**src/rtl/pwmaq_pkg.sv**
```systemverilog
package pwmaq_pkg;

   typedef enum logic [1:0] {
      ACT_HOLD   = 2'b00,
      ACT_LOW    = 2'b01,
      ACT_HIGH   = 2'b10,
      ACT_TOGGLE = 2'b11
   } act_code_e;

   typedef enum logic [1:0] {
      RLD_ZERO   = 2'b00,
      RLD_PERIOD = 2'b01,
      RLD_EITHER = 2'b10,
      RLD_NOW    = 2'b11
   } rld_mode_e;

   typedef struct packed {
      logic [1:0] cmp;
      logic [1:0] prd;
      logic [1:0] zro;
   } act_fields_t;

   localparam int ADDR_FORCE    = 0;
   localparam int ADDR_ACT_BASE = 1;
   localparam int ADDR_CMP_BASE = 4;
   localparam int MIN_ADDR_W    = 3;

   // next output level for a plain action code
   function automatic logic apply_action(input logic cur, input logic [1:0] code);
      case (act_code_e'(code))
         ACT_LOW:    return 1'b0;
         ACT_HIGH:   return 1'b1;
         ACT_TOGGLE: return ~cur;
         default:    return cur;
      endcase
   endfunction

endpackage

```
**src/rtl/pwmaq_regs.sv**
```systemverilog
module pwmaq_regs
   import pwmaq_pkg::*;
#(
   parameter int CNT_W  = 16,
   parameter int ADDR_W = 3,
   parameter int NUM_CH = 2
) (
   input  logic                         clk,
   input  logic                         rst_n,
   input  logic                         tick,
   input  logic                         at_zero,
   input  logic                         wr_en,
   input  logic [ADDR_W-1:0]            wr_addr,
   input  logic [CNT_W-1:0]             wr_data,
   output logic [NUM_CH-1:0][CNT_W-1:0] cmp_act,
   output act_fields_t [NUM_CH-1:0]     act_fld,
   output logic [2*NUM_CH-1:0]          frc_shd,
   output logic [1:0]                   frc_mode
);

   localparam int FRC_W = 2 * NUM_CH;

   logic frc_hit;
   assign frc_hit = wr_en && (wr_addr == ADDR_W'(ADDR_FORCE));

   always_ff @(posedge clk or negedge rst_n) begin
      if (!rst_n) begin
         frc_shd  <= '0;
         frc_mode <= '0;
      end else if (frc_hit) begin
         frc_shd  <= wr_data[FRC_W-1:0];
         frc_mode <= wr_data[7:6];
      end
   end

   for (genvar c = 0; c < NUM_CH; c++) begin : g_ch
      localparam int ACT_IDX = ADDR_ACT_BASE + c;
      localparam int CMP_IDX = ADDR_CMP_BASE + c;
      localparam int CMP_LSB = 4 + 4 * c;

      logic [CNT_W-1:0] shd_q;
      logic [CNT_W-1:0] act_q;
      act_fields_t      fld_q;
      logic             act_hit;
      logic             cmp_hit;

      assign act_hit = wr_en && (wr_addr == ADDR_W'(ACT_IDX));
      assign cmp_hit = wr_en && (wr_addr == ADDR_W'(CMP_IDX));

      always_ff @(posedge clk or negedge rst_n) begin
         if (!rst_n) begin
            shd_q <= '0;
            act_q <= '0;
            fld_q <= '0;
         end else begin
            if (tick && at_zero) act_q <= shd_q;
            if (cmp_hit) shd_q <= wr_data;
            if (act_hit) begin
               fld_q.cmp <= wr_data[CMP_LSB +: 2];
               fld_q.prd <= wr_data[3:2];
               fld_q.zro <= wr_data[1:0];
            end
         end
      end

      assign cmp_act[c] = act_q;
      assign act_fld[c] = fld_q;
   end

endmodule

```
**src/rtl/pwmaq_force_sel.sv**
```systemverilog
module pwmaq_force_sel
   import pwmaq_pkg::*;
#(
   parameter int NUM_CH = 2
) (
   input  logic                clk,
   input  logic                rst_n,
   input  logic                tick,
   input  logic                at_zero,
   input  logic                at_period,
   input  logic [1:0]          frc_mode,
   input  logic [2*NUM_CH-1:0] frc_shd,
   output logic [2*NUM_CH-1:0] frc_eff,
   output logic [2*NUM_CH-1:0] frc_act
);

   logic due;
   logic reload_now;

   always_comb begin
      case (rld_mode_e'(frc_mode))
         RLD_ZERO:   due = at_zero;
         RLD_PERIOD: due = at_period;
         RLD_EITHER: due = at_zero | at_period;
         default:    due = 1'b1;
      endcase
   end

   assign reload_now = tick && due;
   assign frc_eff    = reload_now ? frc_shd : frc_act;

   always_ff @(posedge clk or negedge rst_n) begin
      if (!rst_n)          frc_act <= '0;
      else if (reload_now) frc_act <= frc_shd;
   end

endmodule

```
**src/rtl/pwmaq_chan.sv**
```systemverilog
module pwmaq_chan
   import pwmaq_pkg::*;
#(
   parameter int CNT_W = 16
) (
   input  logic             clk,
   input  logic             rst_n,
   input  logic             tick,
   input  logic [CNT_W-1:0] count,
   input  logic             count_up,
   input  logic             at_zero,
   input  logic             at_period,
   input  logic [CNT_W-1:0] cmp_val,
   input  act_fields_t      fld,
   input  logic [1:0]       frc_code,
   output logic             pwm
);

   logic       cmp_evt;
   logic [1:0] sel_code;
   logic       nxt;

   assign cmp_evt = count_up && (count == cmp_val);

   always_comb begin
      if (cmp_evt)        sel_code = fld.cmp;
      else if (at_period) sel_code = fld.prd;
      else if (at_zero)   sel_code = fld.zro;
      else                sel_code = ACT_HOLD;
   end

   always_comb begin
      case (act_code_e'(frc_code))
         ACT_LOW:  nxt = 1'b0;
         ACT_HIGH: nxt = 1'b1;
         default:  nxt = apply_action(pwm, sel_code);
      endcase
   end

   always_ff @(posedge clk or negedge rst_n) begin
      if (!rst_n)    pwm <= 1'b0;
      else if (tick) pwm <= nxt;
   end

endmodule

```
**src/rtl/pwmaq_top.sv**
```systemverilog
module pwmaq_top
   import pwmaq_pkg::*;
#(
   parameter int CNT_W  = 16,
   parameter int ADDR_W = 3,
   parameter int NUM_CH = 2
) (
   input  logic              clk,
   input  logic              rst_n,
   input  logic              tick,
   input  logic [CNT_W-1:0]  count,
   input  logic              count_up,
   input  logic              at_zero,
   input  logic              at_period,
   input  logic              wr_en,
   input  logic [ADDR_W-1:0] wr_addr,
   input  logic [CNT_W-1:0]  wr_data,
   output logic [NUM_CH-1:0] pwm_out
);

   localparam int FRC_W = 2 * NUM_CH;

   if (NUM_CH < 1 || NUM_CH > 3) begin : g_bad_ch
      $error("pwmaq_top: NUM_CH must be 1 to 3");
   end
   if (CNT_W < 4 * NUM_CH + 2) begin : g_bad_w
      $error("pwmaq_top: CNT_W too narrow for the action fields");
   end
   if (ADDR_W < MIN_ADDR_W) begin : g_bad_a
      $error("pwmaq_top: ADDR_W too narrow for the register map");
   end

   logic [NUM_CH-1:0][CNT_W-1:0] cmp_act;
   act_fields_t [NUM_CH-1:0]     act_fld;
   logic [FRC_W-1:0]             frc_shd;
   logic [1:0]                   frc_mode;
   logic [FRC_W-1:0]             frc_eff;
   logic [FRC_W-1:0]             frc_act;

   pwmaq_regs #(.CNT_W(CNT_W), .ADDR_W(ADDR_W), .NUM_CH(NUM_CH)) u_regs (
      .clk      (clk),
      .rst_n    (rst_n),
      .tick     (tick),
      .at_zero  (at_zero),
      .wr_en    (wr_en),
      .wr_addr  (wr_addr),
      .wr_data  (wr_data),
      .cmp_act  (cmp_act),
      .act_fld  (act_fld),
      .frc_shd  (frc_shd),
      .frc_mode (frc_mode)
   );

   pwmaq_force_sel #(.NUM_CH(NUM_CH)) u_frc (
      .clk       (clk),
      .rst_n     (rst_n),
      .tick      (tick),
      .at_zero   (at_zero),
      .at_period (at_period),
      .frc_mode  (frc_mode),
      .frc_shd   (frc_shd),
      .frc_eff   (frc_eff),
      .frc_act   (frc_act)
   );

   for (genvar c = 0; c < NUM_CH; c++) begin : g_chan
      pwmaq_chan #(.CNT_W(CNT_W)) u_chan (
         .clk       (clk),
         .rst_n     (rst_n),
         .tick      (tick),
         .count     (count),
         .count_up  (count_up),
         .at_zero   (at_zero),
         .at_period (at_period),
         .cmp_val   (cmp_act[c]),
         .fld       (act_fld[c]),
         .frc_code  (frc_eff[2*c +: 2]),
         .pwm       (pwm_out[c])
      );
   end

endmodule

```
**config.mk**
```make
export PLATFORM = sky130hd
export DESIGN_NAME = pwmaq_top
export DESIGN_NICKNAME = d
export VERILOG_FILES = /design/src/rtl/pwmaq_pkg.sv /design/src/rtl/pwmaq_regs.sv /design/src/rtl/pwmaq_force_sel.sv /design/src/rtl/pwmaq_chan.sv /design/src/rtl/pwmaq_top.sv
export SDC_FILE = /design/constraint.sdc
export NUM_CORES = 1
export LEC_CHECK = 0
export ABC_AREA = 1
export ABC_CLOCK_PERIOD_IN_PS = 2000
export CAP_MARGIN = 30
export CORE_MARGIN = 2
export CORE_UTILIZATION = 35
export CTS_BUF_LIST = sky130_fd_sc_hd__clkbuf_2
export CTS_CLUSTER_DIAMETER = 150
export DETAILED_ROUTE_END_ITERATION = 16
export PLACE_DENSITY = 0.6
export SYNTH_ARGS = -nofsm -noshare
export SYNTH_HDL_FRONTEND = slang
export SYNTH_HIERARCHICAL = 1
export SYNTH_SLANG_ARGS = --single-unit
```
**constraint.sdc**
```tcl
create_clock -name clk -period 2 [get_ports clk]
set_input_delay 0.2 -clock clk [delete_from_list [all_inputs] [get_ports clk]]
set_output_delay 0.2 -clock clk [all_outputs]
set_load 0.005 [all_outputs]
```
==> flow_summary.yaml <==
worst_setup_path:
  critPathCaptureType: "register"
  reg2reg_to: "g_chan[0].u_chan/pwm$_DFFE_PN0P_"
  r2r-start: "u_regs/g_ch[0].act_q[14]$_DFFE_PN0P_"
  crit_path_start_kind: "register"
  cp.required_ps: 2440
  rrSetupSlack_ps: -6
  ff2ff_path_depth: 11
  path_class: "register to register"
  critPathArrivalTime_ps: 2450
  path_max_fanout: 3
routing:
  met2_length_um: 5690
  drt-initial-drc-count: 318
  via_count: 4392
  met1_length_um: 6510
  antenna_left: 0
  routedWlPerCell_um: 13.5
  wl_um: 12800
  routed.top_layer: "met4"
  wl_met3_um: 451
  drc: 0
  vias_per_cell: 4.63
  drt_first_pass_iters: 5
logic_synthesis:
  synth.distinct_cells: 27
  synth.net_count: 732
  synth_edf_count: 0
  synth_area_leaders: "dfrtp_1 46%, nand2_1 26%, nand3_1 7.3%"
  synth_flop_cell: "dfrtp_1"
  syn_area_mm2: 0.00480
  synth.cells.most_frequent: "331 x nand2_1, 88 x dfrtp_1, 78 x inv_1, 70 x nand3_1, 35 x nor2_1"
  async_flop_share: 1.00
  synth_top_area_share: 0.459
  yosysMostFrequentCell: "nand2_1"
  ys_ff_latch: 88
  yosys_warnings: 6
  synth.largest_area_cell: "dfrtp_1"
  synth.avg_cell_area_um2: 7.04
  syn_inst: 682
  ys_seq_area_frac: 0.459
floorplan:
  rows: 42
  dieArea_mm2: 0.0147
  dieWidth_um: 121
  die_h_um: 121
  ios: 44
  core_mm2: 0.0133
  start_util: 0.361
timing:
  setup_viol: 1
  rsz0062_at_grt: "yes"
  slew_headroom: 0.578
  holdWs_ps: 186
  setup_tns_ps: -6.07
  skew_ps: 25.6
  fmax_ghz: 0.498
  hold_viol: 0
  period_share: 1.00
  fin_ws_ps: -6.07
  worst_pin_slew_ps: 633
  fin_crit_ps: 2010
  maxSlewViolCount: 0
pwr:
  leakagePower_nw: 3.32
  p_per_area_mw_per_mm2: 768
  p_total_w: 0.00457
  max-vdd-ir-drop_uv: 302
global_routing:
  grt_pass1_vias: 4288
  antenna_found_initial: 1
  grt_max_degree: 50
  grt.total_usage: 0.186
  grt_pass1_wl_um: 21100
  gr-total-overflow: 0
hold_path:
  hp-class: "primary input to async pin"
final_layout:
  synthToLayoutAreaGrowth_pct: 24.1
  layout-drive-gt1-share: 0.141
  instances_no_fill: 949
  multi_input_area_mm2: 0.00231
  fill_cells: 1355
  seq_area_mm2: 0.00220
  final_nets: 819
clock_tree:
  cts_max_level: 3
  cts_buffers: 9
  cts_sinks: 88
  max-clock-path-buffers: 2
  clk_pin_slew_ps: 210
  clkLatencyLatePin_ps: 550
  root_buffer: "clkbuf_2"
  cts_tree: "yes"
run_status:
  status: "finished, violations left"
  violations: "negative setup slack"
placed_design:
  placed_cells_incl_taps: 930
  hpwl_um: 9770
  globalplace.congestion: 0.890
  port_buffers: 43
job:
  maxCapViolations: 0
## area by class of cell
cell class                      instances  area share
Multi-Input combinational cell        494       0.387
Inverter                               81      0.0513
Antenna cell                            1    0.000420
Tap cell                              176      0.0370
Clock inverter                          2     0.00147
Clock buffer                           12      0.0101
Timing Repair Buffer                   95       0.142
Sequential cell                        88       0.370
## routing by layer
layer,up-vias,global-route usage
li1,2266,-
met1,2034,0.268
met2,80,0.291
met3,12,0.0169
met4,0,0.0647
met5,-,0
## worst max path at each step
stage / from / depth (start not counted) / slack [ps] / endpoint
after floorplan: u_regs/g_ch[0].act_q[8]$_DFFE_PN0P_ / 11 / 310 / g_chan[0].u_chan/pwm$_DFFE_PN0P_
after global placement: count[7] / 15 / -260 / g_chan[1].u_chan/pwm$_DFFE_PN0P_
after detailed placement: count[7] / 15 / -340 / g_chan[1].u_chan/pwm$_DFFE_PN0P_
after CTS: u_regs/g_ch[0].act_q[7]$_DFFE_PN0P_ / 13 / 2 / g_chan[0].u_chan/pwm$_DFFE_PN0P_
after global routing: u_regs/g_ch[1].act_q[7]$_DFFE_PN0P_ / 14 / -100 / g_chan[1].u_chan/pwm$_DFFE_PN0P_
final: u_regs/g_ch[0].act_q[14]$_DFFE_PN0P_ / 11 / -6 / g_chan[0].u_chan/pwm$_DFFE_PN0P_
## cells by family after synthesis
kind of cell               count (synthesis)  share of synthesized area
xor gates and xnor gates                   4                    0.00730
DFF                                       88                      0.459
AOI/OAI and AO/OA                         10                     0.0110
adders and majority gates                  8                     0.0209
buffers and inverters                    100                     0.0824
and+or+nand+nor                          472                      0.420
## cells in the final DEF (no fill, tap or decap), types with 2 or more instances in the layout
cell type / synthesis / final
clkdlybuf4s50_1: 0 / 42
o21ai_0: 6 / 5
nand3_1: 70 / 70
xnor2_1: 4 / 2
xnor2_2: 0 / 2
dfrtp_1: 88 / 86
inv_1: 78 / 77
nand3b_1: 4 / 4
nor2b_1: 2 / 2
nand2_2: 2 / 13
nand4_1: 12 / 12
inv_2: 2 / 3
clkinv_2: 1 / 2
nand3_2: 3 / 3
buf_12: 0 / 2
buf_4: 2 / 50
nand2_1: 331 / 320
dfrtp_2: 0 / 2
a31oi_1: 2 / 2
and2_1: 2 / 2
clkbuf_2: 0 / 12
nor2_1: 35 / 28
ha_1: 8 / 7
nor2_2: 5 / 6
nor2_4: 3 / 9
## flip-flops by register name, indices dropped and copies added, names as in the netlist
signal,count
g_chan.u_chan/pwm,2
u_frc/frc_act,4
u_regs/act_fld,12
u_regs/frc_mode,2
u_regs/frc_shd,4
u_regs/g_ch.act_q,32
u_regs/g_ch.shd_q,32
## critical path, cell delays in order, from the launching register on
cell and delay [ps]:
dfrtp_1 450, xnor2_1 260, nand3b_1 160, nor2_4 180
nand3_2 110, nand2_2 80, nand2_2 70, ha_4 240
nor2_1 80, nand2_1 90, a21oi_2 150, a31oi_1 50
## where the power goes
part / leakage [nW] / internal [W] / switching, W / total [W]
Combinational: 2.15 / 0.000649 / 0.000784 / 0.00143
Clock: 0.0553 / 0.000161 / 0.000549 / 0.000710
Sequential: 1.11 / 0.00214 / 0.000292 / 0.00243
Total: 3.32 / 0.00295 / 0.00163 / 0.00457
## stage by stage
| step | setup WS, ps | area (um^2) | util |
|---|---|---|---|
| final | -6.07 | 5950 | 0.448 |
| after global routing | -101 | 5950 | 0.448 |
| after CTS | 1.75 | 5850 | 0.440 |
| after detailed placement | -343 | 5740 | 0.432 |
| after global placement | -264 | 5740 | 0.432 |
| after floorplan | 313 | 4800 | - |
## repair_timing
item	in CTS	in global routing
hold endpoints to repair	48	0
setup buffers	1	2
pin swaps	4	18
hold buffers	1	0
resized for setup	5	27
setup endpoints to repair	1	2
(Power assumes the default switching activity.)
